File: src/rtl/qerr_pkg.sv
package qerr_pkg;

  localparam int NUM_CAUSE = 5;
  localparam int NUM_HW    = NUM_CAUSE - 1;
  localparam int SEL_W     = 3;

  // cause positions (fixed: software decodes them)
  localparam int MBOX_BIT  = 0;
  localparam int DOVF_BIT  = 1;
  localparam int RDERR_BIT = 2;
  localparam int WRERR_BIT = 3;
  localparam int SWERR_BIT = 4;

  // causes that stop the queue unless continue-on-error is set
  localparam logic [NUM_CAUSE-1:0] KILL_MASK =
    NUM_CAUSE'((1 << DOVF_BIT) | (1 << RDERR_BIT) | (1 << WRERR_BIT));

  typedef enum logic [SEL_W-1:0] {
    SEL_CAUSE_CLR = 3'd0,
    SEL_CAUSE_SET = 3'd1,
    SEL_ENA_SET   = 3'd2,
    SEL_ENA_CLR   = 3'd3,
    SEL_QCTL      = 3'd4
  } wrSel_e;

  typedef struct packed {
    logic [NUM_CAUSE-1:0] causeSet;
    logic [NUM_CAUSE-1:0] causeClr;
    logic [NUM_CAUSE-1:0] enaSet;
    logic [NUM_CAUSE-1:0] enaClr;
    logic                 qWr;
    logic                 qVal;
    logic                 qKill;
  } qerrStrobe_t;

endpackage

File: src/rtl/qerr_ctrl.sv
module qerr_ctrl
  import qerr_pkg::*;
(
  input  logic                 wrEn,
  input  logic [SEL_W-1:0]     wrSel,
  input  logic [NUM_CAUSE-1:0] wrData,
  input  logic [NUM_HW-1:0]    hwErr,
  input  logic                 mboxWr,
  input  logic                 contErr,
  output qerrStrobe_t          strobe
);

  logic [NUM_CAUSE-1:0] hwSet;
  logic [NUM_CAUSE-1:0] swSet;
  logic [NUM_CAUSE-1:0] anySet;

  assign hwSet  = {hwErr, mboxWr};
  assign anySet = hwSet | swSet;

  always_comb begin
    swSet           = '0;
    strobe          = '0;
    if (wrEn) begin
      unique case (wrSel)
        SEL_CAUSE_CLR: strobe.causeClr = wrData;
        SEL_CAUSE_SET: swSet           = wrData;
        SEL_ENA_SET:   strobe.enaSet   = wrData;
        SEL_ENA_CLR:   strobe.enaClr   = wrData;
        SEL_QCTL: begin
          strobe.qWr  = 1'b1;
          strobe.qVal = wrData[0];
        end
        default: ;
      endcase
    end
    strobe.causeSet = anySet;
    strobe.qKill    = !contErr && (|(anySet & KILL_MASK));
  end

endmodule

File: src/rtl/qerr_dpath.sv
module qerr_dpath
  import qerr_pkg::*;
(
  input  logic                 clk,
  input  logic                 rstN,
  input  qerrStrobe_t          strobe,
  output logic [NUM_CAUSE-1:0] causeVec,
  output logic [NUM_CAUSE-1:0] enaVec,
  output logic                 queueEna,
  output logic                 irqOut
);

  for (genvar i = 0; i < NUM_CAUSE; i++) begin : g_bit
    always_ff @(posedge clk) begin
      if (!rstN)                    causeVec[i] <= 1'b0;
      else if (strobe.causeSet[i])  causeVec[i] <= 1'b1;  // set wins over clear
      else if (strobe.causeClr[i])  causeVec[i] <= 1'b0;
    end

    always_ff @(posedge clk) begin
      if (!rstN)                  enaVec[i] <= 1'b0;
      else if (strobe.enaSet[i])  enaVec[i] <= 1'b1;
      else if (strobe.enaClr[i])  enaVec[i] <= 1'b0;
    end
  end

  always_ff @(posedge clk) begin
    if (!rstN)             queueEna <= 1'b0;
    else if (strobe.qKill) queueEna <= 1'b0;   // fatal cause beats a write
    else if (strobe.qWr)   queueEna <= strobe.qVal;
  end

  assign irqOut = |(causeVec & enaVec);

endmodule

File: src/rtl/qerr_irq_ctrl.sv
module qerr_irq_ctrl
  import qerr_pkg::*;
(
  input  logic                 clk,
  input  logic                 rstN,
  input  logic                 wrEn,
  input  logic [SEL_W-1:0]     wrSel,
  input  logic [NUM_CAUSE-1:0] wrData,
  input  logic [NUM_HW-1:0]    hwErr,
  input  logic                 mboxWr,
  input  logic                 contErr,
  output logic [NUM_CAUSE-1:0] causeVec,
  output logic [NUM_CAUSE-1:0] enaVec,
  output logic                 queueEna,
  output logic                 irqOut
);

  qerrStrobe_t strobe;

  qerr_ctrl ctrl_i (
    .wrEn    (wrEn),
    .wrSel   (wrSel),
    .wrData  (wrData),
    .hwErr   (hwErr),
    .mboxWr  (mboxWr),
    .contErr (contErr),
    .strobe  (strobe)
  );

  qerr_dpath dpath_i (
    .clk      (clk),
    .rstN     (rstN),
    .strobe   (strobe),
    .causeVec (causeVec),
    .enaVec   (enaVec),
    .queueEna (queueEna),
    .irqOut   (irqOut)
  );

endmodule

File: config.mk
export PLATFORM = sky130hd
export DESIGN_NAME = qerr_irq_ctrl
export DESIGN_NICKNAME = d
export VERILOG_FILES = /design/src/rtl/qerr_pkg.sv /design/src/rtl/qerr_ctrl.sv /design/src/rtl/qerr_dpath.sv /design/src/rtl/qerr_irq_ctrl.sv
export SDC_FILE = /design/constraint.sdc
export NUM_CORES = 1
export LEC_CHECK = 0
export ABC_AREA = 1
export BUFFER_PORTS_ARGS = -buffer_cell sky130_fd_sc_hd__buf_2
export CAP_MARGIN = 20
export CORE_MARGIN = 1
export CORE_UTILIZATION = 43
export DETAILED_ROUTE_END_ITERATION = 8
export HOLD_SLACK_MARGIN = 0.03
export PLACE_DENSITY = 0.73
export SLEW_MARGIN = 25
export SYNTH_ARGS = -nofsm -noshare
export SYNTH_HDL_FRONTEND = slang
export SYNTH_HIERARCHICAL = 1
export SYNTH_SLANG_ARGS = --single-unit
File: constraint.sdc
create_clock -name clk -period 1.03 [get_ports clk]
set_clock_uncertainty 0.15 [all_clocks]
set_input_delay 0.0515 -clock clk [delete_from_list [all_inputs] [get_ports clk]]
set_output_delay 0.0515 -clock clk [all_outputs]
set_load 0.02 [all_outputs]
[After elaboration in Yosys (flattened, before gate mapping)]
Cells that the tools add are included.
Word-level totals
  flip-flop bits (word level): 11
  output and inout bits: 12
  logic and storage cells: 61
Operators by class
  eq/ne operators: 4
  muxes and demuxes: 27
  bitwise logic cells: 3
  reductions and logical operators: 16
Operators by type and width (number)
  $mux 5: 5
  $mux 1: 20
  $reduce_bool 2->1: 10
  $mux 17: 1
  $eq 3x2->1 const B: 2
  $and 5x5->5: 1
  $or 5x5->5: 1
  $reduce_or 5->1: 1
  $eq 3x1->1 const B: 1
  $eq 3x3->1 const B: 1
  $logic_not 3->1: 1
  $reduce_or 3->1: 1
  $mux 2: 1
  $reduce_or 2->1: 1
  $logic_and 1x1->1: 1
  $logic_not 1->1: 1
  $not 1->1: 1

[Longest topological paths before layout]
Gate-level depths: netlist of run 1.
  word-level depth: 7
  mapped depth: 9
  gate-level depth less buffers: 9

[By module]
Netlist of run 1, hierarchy kept.
By module, submodules not included
  qerr_dpath: times used 1, cells each 59, area each 414.1 µm², sequential area each 220.2 µm²
  qerr_ctrl: times used 1, cells each 46, area each 196.4 µm², sequential area each 0.0 µm²

[Worst setup path before layout of run 1]
OpenSTA, ideal clock, no wires.
  path type: register to output
  from: register dpath_i.causeVec[0]
  to: output port irqOut
  data arrival time: 758 ps
  setup slack: 71 ps
  cell stages (with the launch flop): 5
  path buffers: 0
  cell sequence: dfxtp_1 > nand2_1 > nand2_1 > inv_1 > nand2_1
On the way
  word-level cells in the longest chain between the ends: 2
Ends and longest elaborated chain
  from (decl): RTL line qerr_dpath.sv:7  | output logic [NUM_CAUSE-1:0] causeVec,
  from (signal, indexed assignment): RTL line qerr_dpath.sv:15  | if (!rstN) causeVec[i] <= 1'b0;
  from (signal, indexed assignment): RTL line qerr_dpath.sv:16  | else if (strobe.causeSet[i]) causeVec[i] <= 1'b1;
  from (signal, indexed assignment): RTL line qerr_dpath.sv:17  | else if (strobe.causeClr[i]) causeVec[i] <= 1'b0;
  $and 5x5->5: RTL line qerr_dpath.sv:33  | assign irqOut = |(causeVec & enaVec);
  $reduce_or 5->1: RTL line qerr_dpath.sv:33
  to (decl): RTL line qerr_irq_ctrl.sv:15  | output logic irqOut
No other way between the ends.

[Final worst setup path of run 1]
  from: register dpath_i.causeVec[1]
  to: output port irqOut
Same word-level chain as after synthesis.

==> results of run 1 <==
==> critical path, delay by kind of cell (launching register included) <==
kind	cells	cell delay [ps]
and+or+nand+nor	4	250
DFF	1	330
buffers and inverters	1	130
==> state kept, by name (all words and copies together) (netlist names) <==
signal,cells
dpath_i/causeVec,5
dpath_i/enaVec,5
dpath_i/queueEna,1
==> path summary, 6_finish.rpt <==
kind | startpoint | endpoint | cells after the start
min reg2reg | dpath_i/queueEna | dpath_i/queueEna | 2
max | dpath_i/causeVec[1] | irqOut | 5
max reg2reg | dpath_i/causeVec[1] | dpath_i/causeVec[1] | 4
min | hwErr[2] | dpath_i/causeVec[3] | 5
==> cell usage in the layout, fill, tap and decap left out, types with 2 or more instances in the layout <==
master         netlist  routed
a21oi_1             12      11
dfxtp_1             11       2
o21bai_1             2       2
clkbuf_4             0       3
inv_1               22      22
buf_2                0      23
nand3_1              3       3
nor2_1              30      30
dlygate4sd3_1        0       3
dfxtp_2              0       9
buf_6                0       5
nand2_1             21      21
buf_4                0      12
==> cell type report <==
cell class	instances	area share (%)
clock buffers	4	2.696
inverters	23	8.858
flip-flops and latches	11	23.75
repair buffers	44	31.19
well taps	15	1.926
multi-input cells	71	31.58
==> through the flow <==
step | hold WS, ps | setup TNS [ps] | worst slack [ps] | cells
global placement | 149.6 | -268.6 | -69.61 | 156
detailed placement | 163.4 | -527.1 | -128.0 | 156
finish | -24.40 | -317.7 | -149.3 | 168
floorplan | 24.20 | 0 | 70.98 | 105
CTS | -50.89 | -253.6 | -165.0 | 167
global route | 0.1316 | -489.4 | -208.0 | 168
==> routing by layer <==
layer	track usage, %	share of wire, %	up-vias
met3	8.523	5.1	2
met5	0	0	-
li1	-	-	409
met2	44.67	49	31
met1	27.80	45	345
met4	15.52	0.90	0
==> power by group <==
| group | internal, mW | switching (mW) | total (mW) |
|---|---|---|---|
| Clock | 0.150 | 0.153 | 0.303 |
| Combinational | 0.118 | 0.123 | 0.242 |
| Sequential | 0.448 | 0.0128 | 0.461 |
| Total | 0.716 | 0.289 | 1.01 |
==> kinds of logic after synthesis <==
logic type / count (synthesis)
AOI/OAI and AO/OA: 15
buffers and inverters: 23
DFF: 11
and+or+nand+nor: 56
==> repair_timing <==
item,CTS,global route
setup endpoints to repair,1,10
setup buffers,3,2
endpoints found under the hold margin,11,1
resized for setup,13,8
==> summary.md, run 1 <==
* CP Cell Sequence: nand2_1, nand2_1, nor2_1, nand2_1, buf_6
* power per unit of standard cell area: 1031 mW/mm2
* port bufs: 28
* post-DR vias/cell: 4.685
* number of enable flip-flop cells after synthesis: 0
* GPL Wtd Cong: 0.8668
* proportion of synthesized chip area in sequential cells: 36.07%
* synthesized-area fraction occupied by adder cells: 0%
* most used standard cells in the synthesized netlist: nor2_1, inv_1, nand2_1, a21oi_1, dfxtp_1
* Peak supply drop: 0.6872 mV
* DRC violations left: 0
* #FFs+latches synth: 11
* Cell Area, Placed: 829.5 um2
* final max-slew violation count: 0
* max-cap check violation count: 0
* Worst EP arrival: 980 ps
* Achievable Freq: 848.0 MHz
* cell type with the largest total area after synthesis: dfxtp_1
* number of global-route vias before repair: 658
* P&R area growth vs syn: 59.63%
* path class of the lowest-slack min-delay path: primary input to flop
* number of CTS-inserted buffers: 3
* final non-filler cell area: 974.7 um2
* Reg area: 231.5 um2
* dominant combinational cell family by area after synthesis: simple AND/OR/NAND/NOR gates
* pin count of the biggest net entering global routing: 11
* compound-gate portion of the synthesized area: 13.73%
* detailed-route via count: 787
* most used standard cell by instance count after synthesis: nor2_1
* cell with the largest stage delay on the worst path: dfxtp_2
* Setup crit end kind: output pin
* flop-to-flop setup slack: 60 ps
* aggregate global routing overflow: 0
* GRT Total Usage: 26.32%
* number of nets in the finished design: 171
* Min Clock Period, post-route: 1179 ps
* type of element launching the critical path: flop
* clock root buffer: clkbuf_4
* antenna diode instance count: 0
* delay of the slowest cell on the worst path: 330 ps
* average wire per standard cell: 9.887 um
* count of different cell masters after synthesis: 11
* DRT Pass-1 Iters: 4
* final cycle utilization of the critical path: 114.5%
* fraction of synthesized cell area taken by the top area cell type: 36.07%
* initial antenna violation count: 0
* buffer levels on the longest clock path: 2
* height of the die: 39.68 um
* syn nets: 122
* # rows: 13
* Post-Synth Simple-Gate Area: 36.07%
* worst slew slack as a fraction of its limit: 85.27%
* Detailed Route Iter0 Violations: 14
* xor and xnor fraction of the mapped netlist area: 0%
* multiplexer fraction of the synthesized cell area: 0%
* total power: 1.005 mW
* drt total wl: 1661 um
* prevailing post-synth register cell: dfxtp_1
* CTS tree: yes
* wire length of the first global-routing pass: 2628 um
* final setup slack of the worst path: -149.3 ps
* clk slew on worst S/H paths: 70 ps
* placed wire-length estimate: 1188 um
* area occupied by multi-input gates: 307.8 um2
* die area: 0.001575 mm2
* WS Path Type: flop to output pin
* crit path max fanout: 2
* Placeable Area: 0.001318 mm2
* Final Setup Violations: 4
* Yosys warning total: 6
* # fillers: 116
* synth top area cells: dfxtp_1, nor2_1, inv_1
* number of top-level design ports: 29
* share of flip-flops with an asynchronous set or reset: 0%
* hold buffer count at CTS: 4
* starting density of the core: 46.34%
* fraction of layout cells with a size suffix above 1: 36.60%
* H-tree levels: 1
* outcome: finished, violations left
* core utilization of the finished layout: 73.98%
* Post-Syn Area: 610.6 um2
* Clock Latency Late Sink: 270 ps
* post-synthesis cell count: 105
* remaining antenna violation count: 0
* dominant cell type by count on the critical path: nand2_1
* Die X: 39.68 um
* Required @ worst endpoint: 830 ps
* static power due to leakage: 0.5184 nW
* average instance area after synthesis: 5.815 um2
* violated checks: hold timing, setup timing
* Sink Count: 11
* setup repair after global routing missed its margin: true
* endpoints failing hold: 1
* Post-Route Hold Slack: -24.40 ps
* slew of the pin with the lowest slew margin: 220.4 ps
Power figures use the tool's default switching activity.
==> run 2, diff against run 1 <==
--- a/config.mk
+++ b/config.mk
@@ -8,13 +8,11 @@
 export ABC_AREA = 1
 export BUFFER_PORTS_ARGS = -buffer_cell sky130_fd_sc_hd__buf_2
 export CAP_MARGIN = 20
-export CORE_MARGIN = 1
-export CORE_UTILIZATION = 43
+export CORE_AREA = 2 2 39 41
 export DETAILED_ROUTE_END_ITERATION = 8
+export DIE_AREA = 0 0 41 43
 export HOLD_SLACK_MARGIN = 0.03
-export PLACE_DENSITY = 0.73
-export SLEW_MARGIN = 25
+export PLACE_DENSITY = 0.69
 export SYNTH_ARGS = -nofsm -noshare
 export SYNTH_HDL_FRONTEND = slang
-export SYNTH_HIERARCHICAL = 1
 export SYNTH_SLANG_ARGS = --single-unit
==> summary.md, run 2 <==
* DRC violations left: 0, unchanged
* CP Cell Sequence: nand2_2, nand2_2, a221oi_2, nand2_1, buf_6, was nand2_1, nand2_1, nor2_1, nand2_1, buf_6
* buffer levels on the longest clock path: 2, unchanged
* Clock Latency Late Sink: 270 ps, about the same
* Required @ worst endpoint: 830 ps, about the same
* Post-Route Hold Slack: -93.69 ps, was -24.40 ps
* final cycle utilization of the critical path: 128.6%, was 114.5%
* height of the die: 43 um, was 39.68 um
* Die X: 41 um, was 39.68 um
* P&R area growth vs syn: 75.93%, was 59.63%
* setup repair after global routing missed its margin: true, unchanged
* most used standard cells in the synthesized netlist: nor2_1, nand2_1, dfxtp_1, a21oi_1, was nor2_1, inv_1, nand2_1, a21oi_1, dfxtp_1
* most frequent cells in the layout: nor2_1, buf_2, nand2_1, was nor2_1, buf_2, inv_1
* # rows: 14, was 13
* wire length of the first global-routing pass: 2401 um, was 2628 um
* aggregate global routing overflow: 0, unchanged
* prevailing post-synth register cell: dfxtp_1, unchanged
* CTS tree: yes, unchanged
* number of enable flip-flop cells after synthesis: 0, unchanged
* detailed-route via count: 650, was 787
* Detailed Route Iter0 Violations: 13, was 14
* Placeable Area: 0.001384 mm2, was 0.001318 mm2
* type of element launching the critical path: flop, unchanged
* endpoints failing hold: 2, was 1
* max-cap check violation count: 0, unchanged
* GRT Total Usage: 19.72%, was 26.32%
* WS Path Type: flop to output pin, unchanged
* post-synthesis cell count: 72, was 105
* clk slew on worst S/H paths: 80 ps, was 70 ps
* Worst EP arrival: 1120 ps, was 980 ps
* Post-Syn Area: 504.2 um2, was 610.6 um2
* WHS Path Cells: 3, was 5
* largest registers: dpath_i.causeVec: 5 flops, dpath_i.enaVec: 5 flops, dpath_i.queueEna: 1 flops, was dpath_i/causeVec: 5 flops, dpath_i/enaVec: 5 flops, dpath_i/queueEna: 1 flops
* DRT Pass-1 Iters: 4, unchanged
* hold buffer count at CTS: 6, was 4
* violated checks: hold timing, setup timing, unchanged
* outcome: finished, violations left, unchanged
* delay of the slowest cell on the worst path: 340 ps, was 330 ps
* final setup slack of the worst path: -294.9 ps, was -149.3 ps
* number of CTS-inserted buffers: 3, unchanged
* fraction of layout cells with a size suffix above 1: 48.70%, was 36.60%
* aggregate negative setup slack: -346.4 ps, was -317.7 ps
* power per unit of standard cell area: 1150 mW/mm2, was 1031 mW/mm2
* slew of the pin with the lowest slew margin: 338.6 ps, was 220.4 ps
* remaining antenna violation count: 0, unchanged
* proportion of synthesized chip area in sequential cells: 43.67%, was 36.07%
* placed wire-length estimate: 1066 um, was 1188 um
* Worst Min Path Start: hwErr[1], was hwErr[2]
* Worst R2R Path Depth: 4, unchanged
* number of top-level design ports: 29, unchanged
* post-DR vias/cell: 4.962, was 4.685
* synth top area cells: dfxtp_1, nor2_1, nand2_1, was dfxtp_1, nor2_1, inv_1
* dominant cell type by count on the critical path: nand2_2, was nand2_1
* hold-critical path endpoint: dpath_i.causeVec[2], was dpath_i/causeVec[3]
* path class of the lowest-slack min-delay path: primary input to flop, unchanged
* port bufs: 28, unchanged
* initial antenna violation count: 0, unchanged
* average wire per standard cell: 11.83 um, was 9.887 um
* static power due to leakage: 0.4131 nW, was 0.5184 nW
* starting density of the core: 36.44%, was 46.34%
* Setup crit end kind: output pin, unchanged
* cell with the largest stage delay on the worst path: dfxtp_2, unchanged
* clock root buffer: clkbuf_4, unchanged
* syn nets: 89, was 122
* cell type with the largest total area after synthesis: dfxtp_1, unchanged
* antenna diode instance count: 0, unchanged
* number of nets in the finished design: 133, was 171
* final max-slew violation count: 0, unchanged
* worst slew slack as a fraction of its limit: 77.40%, was 85.27%
* drt total wl: 1550 um, was 1661 um
* Peak supply drop: 0.9077 mV, was 0.6872 mV
* share of flip-flops with an asynchronous set or reset: 0%, unchanged
* Achievable Freq: 754.8 MHz, was 848.0 MHz
* Min Clock Period, post-route: 1325 ps, was 1179 ps
* pin count of the biggest net entering global routing: 12, was 11
* Sink Count: 11, unchanged
* number of global-route vias before repair: 591, was 658
* GPL Wtd Cong: 0.7549, was 0.8668
* Crit Reg-Reg Endpoint: dpath_i.enaVec[1], was dpath_i/causeVec[1]
* flop-to-flop setup slack: 50 ps, was 60 ps
* Yosys warning total: 0, was 6
* area occupied by multi-input gates: 290.3 um2, was 307.8 um2
* H-tree levels: 1, unchanged
* fraction of synthesized cell area taken by the top area cell type: 43.67%, was 36.07%
* launch instance of the worst register-to-register path: dpath_i.enaVec[1], was dpath_i/causeVec[1]
* Final Setup Violations: 5, was 4
* count of different cell masters after synthesis: 14, was 11
* #FFs+latches synth: 11, unchanged
* die area: 0.001763 mm2, was 0.001575 mm2
* Reg area: 230.2 um2, was 231.5 um2
* most used standard cell by instance count after synthesis: nor2_1, unchanged
* average instance area after synthesis: 7.003 um2, was 5.815 um2
* worst slack at placement: -38.47 ps, was -128.0 ps
* crit path max fanout: 2, unchanged
* # fillers: 117, was 116
-- run 2: cell families (layout without fill, tap and decap cells) --
family	Yosys count	count (layout)	share of synthesized area, %
simple gates	36	36	29.03
compound gates	19	19	22.83
buf+inv	6	49	4.466
flops	11	11	43.67
-- run 2: how the worst max path moves through the flow --
stage	start	to	slack (ps)
after floorplan	dpath_i.enaVec[1]	irqOut	3
final	dpath_i.causeVec[0]	irqOut	-290
after detailed placement	wrSel[2]	dpath_i.enaVec[3]	-40
after global placement	dpath_i.enaVec[1]	irqOut	-20
after CTS	dpath_i.causeVec[1]	irqOut	-280
after global routing	dpath_i.causeVec[0]	irqOut	-320
-- run 2: worst max-delay path, delay by kind of cell (launching register included) --
kind | cells | cell delay, ps
flip-flops | 1 | 340
AND/OR/NAND/NOR | 3 | 220
AO/OA/AOI/OAI | 1 | 170
buffers and inverters | 1 | 130
-- run 2: area by class of cell --
type / instances / share of cell area, %
clock buffer: 3 / 2.539
clock inverter: 1 / 0.5642
inverter: 5 / 2.116
multi-input combinational: 55 / 32.72
sequential: 11 / 25.95
tap: 16 / 2.257
timing repair buffer: 40 / 33.85
-- run 2: repair_timing --
action,in CTS,in global routing
setup endpoints to repair,5,11
pin swaps,3,2
endpoints found under the hold margin,11,3
buffers inserted,0,1
resized for setup,15,14
-- run 2: power by group --
part           switching, mW  leakage (nW)  internal, mW
Sequential            0.0182        0.0932         0.451
Clock                  0.168        0.0177         0.144
Combinational          0.121         0.302         0.118
-- run 2: stage by stage --
stage / power, mW / area, um2 / util (%) / std cells
finish: 1.020 / 887.1 / 64.10 / 131
global route: 1.067 / 887.1 / 64.10 / 131
CTS: 1.004 / 842.1 / 60.85 / 130
detailed placement: 0.6587 / 704.4 / 50.90 / 120
global placement: 0.6548 / 704.4 / 50.90 / 120
floorplan: 0.5664 / 510.5 / - / 72
-- run 2: routing by layer --
metal	track usage, %	part of all wire [%]	vias up
met3	4.712	5.2	4
met4	6.000	2.2	0
met5	0	0	-
met2	32.19	49	29
li1	-	-	329
met1	24.27	43	288
==> run 3, diff against run 2 <==
--- a/config.mk
+++ b/config.mk
@@ -13,6 +13,7 @@
 export DIE_AREA = 0 0 41 43
 export HOLD_SLACK_MARGIN = 0.03
 export PLACE_DENSITY = 0.69
+export SETUP_SLACK_MARGIN = 0.5
 export SYNTH_ARGS = -nofsm -noshare
 export SYNTH_HDL_FRONTEND = slang
 export SYNTH_SLANG_ARGS = --single-unit
==> summary.md, run 3 (synthesized netlist as in run 2, its figures left out) <==
* outcome: finished, violations left, unchanged
* violated checks: hold timing, setup timing, unchanged
* area occupied by multi-input gates: 355.3 um2, was 290.3 um2
* wire length of the first global-routing pass: 2304 um, was 2401 um
* clk slew on worst S/H paths: 80 ps, about the same
* Worst EP arrival: 1130 ps, was 1120 ps
* clock root buffer: clkbuf_4, unchanged
* Reg area: 256.5 um2, was 230.2 um2
* Worst R2R Path Depth: 4, unchanged
* Sink Count: 11, unchanged
* worst setup path endpoint: irqOut, unchanged
* most common cell after layout, fill and taps aside: buf_6
* crit path max fanout: 2, unchanged
* GRT Total Usage: 19.88%, was 19.72%
* largest registers: dpath_i.causeVec: 5 flops, dpath_i.enaVec: 5 flops, dpath_i.queueEna: 1 flops, unchanged
* aggregate global routing overflow: 0, unchanged
* static power due to leakage: 0.4352 nW, was 0.4131 nW
* CTS tree: yes, unchanged
* dominant cell type by count on the critical path: nand2_2, unchanged
* flop-to-flop setup slack: 90 ps, was 50 ps
* number of cells in the finished layout apart from fillers: 130, was 131
* # fillers: 103, was 117
* initial antenna violation count: 0, unchanged
* buffer levels on the longest clock path: 2, unchanged
* Detailed Route Iter0 Violations: 13, unchanged
* number of global-route vias before repair: 597, was 591
* drt total wl: 1603 um, was 1550 um
* DRC violations left: 0, unchanged
* number of stages on the worst setup path: 5, unchanged
* Achievable Freq: 749.9 MHz, was 754.8 MHz
* height of the die: 43 um, unchanged
* Die X: 41 um, unchanged
* worst slew slack as a fraction of its limit: 78.93%, was 77.40%
* Required @ worst endpoint: 830 ps, about the same
* Post-Route Hold Slack: -133.4 ps, was -93.69 ps
* max-cap check violation count: 0, unchanged
* Crit path max-delay family: flip-flops, unchanged
* CP Cell Sequence: nand2_2, nand2_2, a221oi_2, nand2_2, buf_6, was nand2_2, nand2_2, a221oi_2, nand2_1, buf_6
* port bufs: 28, unchanged
* Final Setup Violations: 6, was 5
* endpoints failing hold: 7, was 2
* final setup slack of the worst path: -303.5 ps, was -294.9 ps
* path class of the lowest-slack min-delay path: primary input to flop, unchanged
* number of nets in the finished design: 132, was 133
* P&R area growth vs syn: 97.77%, was 75.93%
* Min Clock Period, post-route: 1333 ps, was 1325 ps
* power per unit of standard cell area: 1040 mW/mm2, was 1150 mW/mm2
* crit path launch: dpath_i.enaVec[0], was dpath_i.causeVec[0]
* number of instances in the placed design: 121, was 120
* die area: 0.001763 mm2, unchanged
* pin count of the biggest net entering global routing: 9, was 12
* DRT Pass-1 Iters: 2, was 4
* average wire per standard cell: 12.33 um, was 11.83 um
* final non-filler cell area: 997.2 um2, was 887.1 um2
* post-DR vias/cell: 4.954, was 4.962
* remaining antenna violation count: 0, unchanged
* cell with the largest stage delay on the worst path: dfxtp_4, was dfxtp_2
* launch instance of the worst register-to-register path: dpath_i.enaVec[1], unchanged
* H-tree levels: 1, unchanged
* Setup crit end kind: output pin, unchanged
* delay of the slowest cell on the worst path: 350 ps, was 340 ps
* Peak supply drop: 0.5849 mV, was 0.9077 mV
* Crit Reg-Reg Endpoint: dpath_i.enaVec[1], unchanged
* final cycle utilization of the critical path: 129.5%, was 128.6%
* antenna diode instance count: 0, unchanged
* placed wire-length estimate: 1082 um, was 1066 um
* Clock Latency Late Sink: 260 ps, was 270 ps
* Cell Area, Placed: 748.2 um2, was 704.4 um2
* Critical path buffers and inverters: 1, unchanged
* type of element launching the critical path: flop, unchanged
* number of CTS-inserted buffers: 3, unchanged
* # rows: 14, unchanged
* setup repair after global routing missed its margin: true, unchanged
* number of top-level design ports: 29, unchanged
* most frequent cells in the layout: buf_6, buf_2, nor2_1, was nor2_1, buf_2, nand2_1
* slew of the pin with the lowest slew margin: 314.9 ps, was 338.6 ps
* final max-slew violation count: 0, unchanged
* GPL Wtd Cong: 0.7246, was 0.7549
* starting density of the core: 36.44%, unchanged
* WS Path Type: flop to output pin, unchanged
* Placeable Area: 0.001384 mm2, unchanged
* fraction of layout cells with a size suffix above 1: 70.18%, was 48.70%
* detailed-route via count: 644, was 650
## run 3: changes by cell type in the layout (fill, tap and decap cells not counted), sizes merged
cell,before,now
dlygate4sd3,6,0
buf,34,39
clkbuf,3,4
clkinv,1,0
## run 3: power by group
| group | switching, mW | internal [mW] |
|---|---|---|
| logic | 0.138 | 0.140 |
| registers | 0.0239 | 0.437 |
| clock network | 0.148 | 0.150 |
| total | 0.310 | 0.727 |
## run 3: through the flow
stage	power (mW)	worst slack [ps]	hold WS, ps	TNS [ps]	utilization [%]
after floorplan	0.5615	61.80	-9.688	0	-
after global placement	0.6525	-14.93	143.9	-14.93	54.07
after detailed placement	0.6545	-12.55	153.8	-12.55	54.07
after CTS	1.005	-294.0	-133.2	-479.2	64.65
after global routing	1.093	-344.9	-131.7	-809.4	72.06
final	1.037	-303.5	-133.4	-603.4	72.06
## run 3: layer usage
layer  vias up  part of all wire [%]  global-route usage [%]
met5         -                     0                       0
met2        20                    52                   31.56
met3         2                   5.0                   4.712
li1        327                     -                       -
met1       295                    41                   22.55
met4         0                   1.2                   12.00
## run 3: timing repair
| action | 4_1_cts | 5_1_grt |
|---|---|---|
| pin swaps | 3 | 6 |
| endpoints found under the hold margin | 11 | 7 |
| setup endpoints to repair | 23 | 23 |
| gates resized for setup | 34 | 23 |
| buffers inserted | 2 | 3 |
## run 3: worst min path at each step
stage | from | end | cells after the start
finish | contErr | dpath_i.queueEna | 3
global route | contErr | dpath_i.queueEna | 3
CTS | contErr | dpath_i.queueEna | 3
detailed placement | contErr | dpath_i.queueEna | 3
global placement | contErr | dpath_i.queueEna | 3
floorplan | wrSel[0] | dpath_i.enaVec[2] | 1
## run 3: cell type report
| class | instances | area share [%] |
|---|---|---|
| repair buffers | 39 | 32.12 |
| inverters | 5 | 1.882 |
| well taps | 16 | 2.008 |
| flip-flops and latches | 11 | 25.72 |
| clock buffers | 4 | 2.635 |
| multi-input cells | 55 | 35.63 |
## run 3: worst register-to-register path: cells and delay by family (launching register included)
kind / cells / cell delay, ps
buffers and inverters: 2 / 210
DFF: 1 / 350
and+or+nand+nor: 1 / 80
AOI/OAI and AO/OA: 1 / 50
